File: src/rtl/irq_gpio_pkg.sv
// Package: register offsets and widths shared by the interrupt merge and
// GPIO output register file. Offsets are 8-bit byte addresses.
package irq_gpio_pkg;
    localparam int unsigned BUS_W = 8;
    localparam logic [BUS_W-1:0] OFS_REV_LO  = 8'h08;
    localparam logic [BUS_W-1:0] OFS_REV_HI  = 8'h09;
    localparam logic [BUS_W-1:0] OFS_STATUS  = 8'h50;
    localparam logic [BUS_W-1:0] OFS_MASK    = 8'h52;
    localparam logic [BUS_W-1:0] OFS_ROUTE   = 8'h54;
    localparam logic [BUS_W-1:0] OFS_DATA0   = 8'h78;
    localparam logic [BUS_W-1:0] OFS_OE0     = 8'h7C;
    localparam int unsigned MAX_LANES = 4;   // data and enable windows are 4 bytes apart

    typedef struct packed {
        logic wr_status;
        logic wr_mask;
        logic wr_route;
    } irq_wr_t;
endpackage

File: src/rtl/irq_merge.sv
// Module: irq_merge
// Purpose: keeps the interrupt status, mask and routing bytes. Each status
// bit follows its sub-interrupt line one clock after the line moves. A
// software write loads status, but an input change in the same cycle wins
// for that bit. The request output is the OR of status AND mask.
// Assumes: N_SRC <= BUS_W; inputs are synchronous to clk.
module irq_merge
    import irq_gpio_pkg::*;
#(
    parameter int unsigned N_SRC = 8
) (
    input  logic             clk,
    input  logic             rst_n,
    input  logic [N_SRC-1:0] src_in,
    input  irq_wr_t          wr,
    input  logic [BUS_W-1:0] wdata,
    output logic [N_SRC-1:0] status,
    output logic [N_SRC-1:0] mask,
    output logic [BUS_W-1:0] route,
    output logic             irq_req
);
    logic [N_SRC-1:0] src_q;
    logic [N_SRC-1:0] status_nxt;

    // Next status: software load first, then input transitions override.
    always_comb begin
        status_nxt = wr.wr_status ? wdata[N_SRC-1:0] : status;
        for (int i = 0; i < N_SRC; i++) begin
            if (src_in[i] != src_q[i]) status_nxt[i] = src_in[i];
        end
    end

    // Register input sample, status, mask and routing byte.
    always_ff @(posedge clk) begin
        if (!rst_n) begin
            src_q  <= '0;
            status <= '0;
            mask   <= '0;
            route  <= '0;
        end else begin
            src_q  <= src_in;
            status <= status_nxt;
            if (wr.wr_mask)  mask  <= wdata[N_SRC-1:0];
            if (wr.wr_route) route <= wdata;
        end
    end

    // Merged request.
    assign irq_req = |(status & mask);

    // a moved input line is reflected in status on the next edge.
    a_r2_status_follows: assert property (@(posedge clk) disable iff (!rst_n)
        (src_in != src_q) |=>
            ((status & $past(src_in ^ src_q)) == ($past(src_in) & $past(src_in ^ src_q))));

    // with an all-zero mask there is never a request.
    a_r3_masked_quiet: assert property (@(posedge clk) disable iff (!rst_n)
        (mask == '0) |-> !irq_req);

    // reset leaves status and mask clear.
    a_r1_irq_reset: assert property (@(posedge clk)
        !rst_n |=> (status == '0 && mask == '0));
endmodule

File: src/rtl/gpio_out_bank.sv
// Module: gpio_out_bank
// Purpose: holds the GPIO output data and enable registers in byte lanes.
// It tracks the previous effective level (data AND enable) and flags every
// pin whose effective level differs from it for one cycle.
// Assumes: at most one lane write per cycle; write strobes are one-hot or 0.
module gpio_out_bank
    import irq_gpio_pkg::*;
#(
    parameter int unsigned LANES  = 3,
    localparam int unsigned PINS  = LANES * BUS_W
) (
    input  logic             clk,
    input  logic             rst_n,
    input  logic [LANES-1:0] wr_data_lane,
    input  logic [LANES-1:0] wr_oe_lane,
    input  logic [BUS_W-1:0] wdata,
    output logic [PINS-1:0]  data_q,
    output logic [PINS-1:0]  oe_q,
    output logic [PINS-1:0]  chg_valid,
    output logic [PINS-1:0]  chg_level
);
    logic [PINS-1:0] prev_q;
    logic [PINS-1:0] eff;

    // One register slice per byte lane for data and enable.
    for (genvar l = 0; l < LANES; l++) begin : g_lane
        // Lane l storage update.
        always_ff @(posedge clk) begin
            if (!rst_n) begin
                data_q[l*BUS_W +: BUS_W] <= '0;
                oe_q[l*BUS_W +: BUS_W]   <= '0;
            end else begin
                if (wr_data_lane[l]) data_q[l*BUS_W +: BUS_W] <= wdata;
                if (wr_oe_lane[l])   oe_q[l*BUS_W +: BUS_W]   <= wdata;
            end
        end
    end

    // Effective driven level.
    assign eff = data_q & oe_q;

    // Previous effective level catches up one cycle after each change.
    always_ff @(posedge clk) begin
        if (!rst_n) prev_q <= '0;
        else        prev_q <= eff;
    end

    assign chg_valid = eff ^ prev_q;
    assign chg_level = eff;

    // without a lane write in the previous cycle, no change is flagged.
    a_r7_pulse_single: assert property (@(posedge clk) disable iff (!rst_n)
        !(|{wr_data_lane, wr_oe_lane}) |=> (chg_valid == '0));

    // a single lane write never moves the registers of other lanes.
    a_r6_lane_isolation: assert property (@(posedge clk) disable iff (!rst_n)
        (wr_data_lane == '0) |=> $stable(data_q));

    // reset produces no change event.
    a_r1_gpio_reset: assert property (@(posedge clk)
        !rst_n |=> (chg_valid == '0 && oe_q == '0));
endmodule

File: src/rtl/irq_gpio_regs.sv
// Module: irq_gpio_regs (top)
// Purpose: decodes byte accesses onto the interrupt merge and GPIO output
// bank. It returns revision bytes and zero for unmapped offsets.
// Assumes: single-byte accesses; rd_en and wr_en are never both high.
module irq_gpio_regs
    import irq_gpio_pkg::*;
#(
    parameter int unsigned N_SRC      = 8,
    parameter int unsigned GPIO_LANES = 3,
    parameter logic [7:0]  REV_ID     = 8'h03,
    localparam int unsigned PINS      = GPIO_LANES * BUS_W
) (
    input  logic             clk,
    input  logic             rst_n,
    input  logic [7:0]       addr,
    input  logic [7:0]       wdata,
    input  logic             rd_en,
    input  logic             wr_en,
    output logic [7:0]       rd_data,
    input  logic [N_SRC-1:0] sub_irq,
    output logic             irq_out,
    output logic [PINS-1:0]  gpio_data,
    output logic [PINS-1:0]  gpio_oe,
    output logic [PINS-1:0]  gpio_chg,
    output logic [PINS-1:0]  gpio_lvl
);
    irq_wr_t               irq_wr;
    logic [N_SRC-1:0]      st_q;
    logic [N_SRC-1:0]      mk_q;
    logic [BUS_W-1:0]      rt_q;
    logic [GPIO_LANES-1:0] hit_data;
    logic [GPIO_LANES-1:0] hit_oe;
    logic                  hit;
    logic [BUS_W-1:0]      rd_mux;

    // Per-lane address matches.
    for (genvar l = 0; l < GPIO_LANES; l++) begin : g_dec
        assign hit_data[l] = (addr == OFS_DATA0 + 8'(l));
        assign hit_oe[l]   = (addr == OFS_OE0 + 8'(l));
    end

    // Write strobes for the interrupt registers.
    always_comb begin
        irq_wr.wr_status = wr_en && (addr == OFS_STATUS);
        irq_wr.wr_mask   = wr_en && (addr == OFS_MASK);
        irq_wr.wr_route  = wr_en && (addr == OFS_ROUTE);
    end

    irq_merge #(.N_SRC(N_SRC)) u_irq (
        .clk     (clk),
        .rst_n   (rst_n),
        .src_in  (sub_irq),
        .wr      (irq_wr),
        .wdata   (wdata),
        .status  (st_q),
        .mask    (mk_q),
        .route   (rt_q),
        .irq_req (irq_out)
    );

    gpio_out_bank #(.LANES(GPIO_LANES)) u_gpio (
        .clk          (clk),
        .rst_n        (rst_n),
        .wr_data_lane (hit_data & {GPIO_LANES{wr_en}}),
        .wr_oe_lane   (hit_oe & {GPIO_LANES{wr_en}}),
        .wdata        (wdata),
        .data_q       (gpio_data),
        .oe_q         (gpio_oe),
        .chg_valid    (gpio_chg),
        .chg_level    (gpio_lvl)
    );

    // Read multiplexer with hit flag; unmapped offsets give zero.
    always_comb begin
        rd_mux = '0;
        hit    = 1'b1;
        unique case (addr)
            OFS_REV_LO: rd_mux = REV_ID;
            OFS_REV_HI: rd_mux = '0;
            OFS_STATUS: rd_mux = BUS_W'(st_q);
            OFS_MASK:   rd_mux = BUS_W'(mk_q);
            OFS_ROUTE:  rd_mux = rt_q;
            default:    hit    = 1'b0;
        endcase
        for (int l = 0; l < GPIO_LANES; l++) begin
            if (hit_data[l]) begin
                rd_mux = gpio_data[l*BUS_W +: BUS_W];
                hit    = 1'b1;
            end
            if (hit_oe[l]) begin
                rd_mux = gpio_oe[l*BUS_W +: BUS_W];
                hit    = 1'b1;
            end
        end
    end

    // Drive read data only while the read strobe is high.
    assign rd_data = rd_en ? rd_mux : '0;

    // unmapped reads return zero.
    a_r9_unmapped_zero: assert property (@(posedge clk) disable iff (!rst_n)
        (rd_en && !hit) |-> (rd_data == '0));

    // idle read bus is zero.
    a_r10_idle_bus: assert property (@(posedge clk) disable iff (!rst_n)
        !rd_en |-> (rd_data == '0));

    // Lane windows must not overlap.
    initial begin
        a_lanes_fit: assert (GPIO_LANES <= MAX_LANES && N_SRC <= BUS_W);
    end
endmodule

File: config.mk
export PLATFORM = sky130hd
export DESIGN_NAME = irq_gpio_regs
export DESIGN_NICKNAME = d
export VERILOG_FILES = /design/src/rtl/irq_gpio_pkg.sv /design/src/rtl/irq_merge.sv /design/src/rtl/gpio_out_bank.sv /design/src/rtl/irq_gpio_regs.sv
export SDC_FILE = /design/constraint.sdc
export NUM_CORES = 1
export LEC_CHECK = 0
export BUFFER_PORTS_ARGS = -buffer_cell sky130_fd_sc_hd__buf_2
export CORE_AREA = 2 2 112 114
export DETAILED_ROUTE_END_ITERATION = 12
export DIE_AREA = 0 0 114 116
export PLACE_DENSITY_LB_ADDON = 0.1
export SLEW_MARGIN = 30
export SYNTH_ARGS = -nofsm -noshare
export SYNTH_HDL_FRONTEND = slang
export SYNTH_HIERARCHICAL = 1
export SYNTH_SLANG_ARGS = --single-unit
File: constraint.sdc
create_clock -name clk -period 2.57 [get_ports clk]
set_input_delay 0.514 -clock clk [delete_from_list [all_inputs] [get_ports clk]]
set_output_delay 0.514 -clock clk [all_outputs]
set_load 0.01 [all_outputs]
==> flow_summary.json <==
{
  "syn_area_um2": 5260,
  "synthMostInstantiatedCell": "dfxtp_1",
  "syn_inst": 530,
  "via_per_inst": 5.21,
  "drc": 0,
  "clock_sinks": 104,
  "grt_usage_pct": 21.2,
  "drv_cap": 0,
  "cp_cell_sequence": "buf_2 -> or3_4 -> or4_1 -> o2111ai_2 -> o2bb2ai_2 -> buf_2",
  "synth_seq_area_share_pct": 39.6,
  "dpl_cell_area_um2": 6090,
  "clockRootBuffer": "clkbuf_16",
  "synth_area_leader_cell": "dfxtp_1",
  "crit_type": "in2out",
  "hold_depth": 2,
  "worstMarginPinSlew_ps": 386,
  "finalSetupViolations": 0,
  "syn_to_final_growth_pct": 22.6,
  "synth_edf_count": 0,
  "crit_top_cell": "buf_2",
  "cp_num_cells": 6,
  "r2r_end": "u_irq/status[6]",
  "total_power_mw": 3.37,
  "fin_area_um2": 6450,
  "postRouteAntennaNets": 0,
  "pin_count": 133,
  "portBuffers": 132,
  "worstHoldStart": "sub_irq[6]",
  "yosys_warnings": 6,
  "insertion_delay_ps": 350,
  "grt_overflow": 0,
  "worst_path_max_delay_cell": "or4_1",
  "slew_headroom_pct": 74.1,
  "grt_pass1_vias": 3786,
  "die_h_um": 116,
  "peakVddDrop_mv": 0.390,
  "crit_path_end_kind": "output port",
  "dieArea_um2": 13200,
  "cts_tree": "done",
  "slowest_delay_ps": 500,
  "synth_top_area_share_pct": 39.6,
  "antenna_found_initial": 0,
  "setup_tns_ps": 0,
  "drt_iter0_drc": 214,
  "min_period_ps": 2520,
  "first_pass_iters": 4,
  "hp-class": "in2reg",
  "detail_route.wl_per_cell_um": 17.1,
  "crit_arrival_ps": 2000,
  "hpwl_mm": 10.1,
  "synth_commonest_cells": "dfxtp_1 (104), mux2i_1 (88), nor2b_1 (71)",
  "core_um2": 11900,
  "start_util_pct": 44.2,
  "die_x_um": 114,
  "cellLeakagePower_nw": 2.86,
  "nNetsFinal": 695,
  "clock_skew_ps": 4.43,
  "rows": 40,
  "syn-mean-instance-area_um2": 9.93,
  "crit_required_ps": 2060,
  "cp_num_buf_inv": 2,
  "ys_top_cells_by_area": "dfxtp_1 (40%), mux2i_1 (17%), nor2b_1 (8.4%), xor2_1 (4.0%), and2_1 (3.9%)",
  "syn_nets": 558,
  "timing.rr.start": "u_irq/status[6]",
  "grt_pass1_wl_mm": 21.4,
  "drv_slew": 0,
  "status": "finished clean",
  "p_per_area_nw_per_um2": 522,
  "synth_flop_cell": "dfxtp_1",
  "path_clk_slew_ps": 60,
  "drive_gt1_share_pct": 30.1,
  "fin_util_pct": 54.2,
  "grt_max_degree": 105,
  "htree_levels": 3,
  "ys_types": 51,
  "cp_max_fo": 7,
  "place_congestion": 0.914,
  "cts_made_buffers": 9,
  "diodes": 0,
  "final.period_utilization_pct": 98.0,
  "max_freq_mhz": 397,
  "min_to": "u_irq/src_q[6]",
  "reg2reg_slack_ps": 1640,
  "worst-r2r-cell-count": 3,
  "hold_viol_final": 0,
  "num_vias": 4264,
  "routed_wl_mm": 14.0,
  "synth-seq-cells": 104,
  "cts_buffer_depth": 2,
  "async_reset_ff_share_pct": 0,
  "path_delay_family": "simple AND/OR/NAND/NOR gates",
  "startpoint_type": "input pin",
  "rsz0062_at_grt": "true"
}
## worst max-delay path by stage
stage               startpoint    endpoint  slack, ps
floorplan              addr[5]  rd_data[5]        310
global placement       addr[5]  rd_data[5]         40
detailed placement     addr[5]  rd_data[5]         -5
CTS                    addr[7]  rd_data[4]          3
global route           addr[7]  rd_data[4]         -5
finish                 addr[5]  rd_data[5]         50
## registers in the layout, summed over array words and instances, names as in the netlist
register,cells
u_irq/route,8
u_irq/mask,8
u_gpio/oe_q,24
u_irq/src_q,8
u_gpio/prev_q,24
u_gpio/data_q,24
u_irq/status,8
## timing repair
item / CTS / global route
resized for setup: 1 / 6
cloned: 0 / 0
hold buffers: 0 / 0
pin swaps: 1 / 0
setup endpoints to repair: 1 / 3
setup buffers: 0 / 0
## layer usage
metal | GRT usage [%] | routed length (um)
met5 | 0 | 0
met4 | 5.45 | 153
met3 | 4.50 | 682
met2 | 32.7 | 6170
met1 | 30.1 | 6990
## power breakdown
group	internal, mW	switching, mW	total [mW]
clock network	0.874	0.592	1.47
registers	1.63	0.0155	1.65
logic	0.108	0.148	0.256
## through the flow
step | instances | hold slack (ps) | setup slack, ps
floorplan | 530 | 463 | 306
global placement | 803 | 468 | 38.4
detailed placement | 803 | 478 | -5.50
CTS | 819 | 374 | 2.64
global route | 819 | 386 | -4.74
finish | 819 | 380 | 51.3
## layout by cell type, fill, tap and decap left out, types with 9 or more instances in the layout
cell	netlist	final
nor2b_1	71	71
buf_2	7	132
inv_1	12	12
xor2_1	24	24
nand2_1	13	13
and2_1	33	33
nor2_1	17	17
clkbuf_16	0	9
buf_4	1	27
mux2i_1	88	88
dfxtp_1	104	104
and3_1	22	22
## layout make-up
class | instances | area, um^2
sequential | 104 | 2080
clock inverter | 6 | 82.6
inverter | 12 | 45.0
clock buffer | 10 | 239
fill | 1141 | 5460
multi-input combinational | 379 | 2920
timing repair buffer | 161 | 903
tap | 147 | 184
## cells by family after synthesis
group	share of synthesized area, %
compound gates	10.2
xor+xnor	3.99
fa+ha+maj	0.214
buf+inv	6.08
flops	39.6
mux	18.0
simple gates	21.9
## worst register-to-register path, cell delays in order (launching register included)
cell	delay, ps
dfxtp_1	370
mux2i_1	90
maj3_2	320
nor2b_2	100
Note: power is estimated with default switching activity, not from simulation.
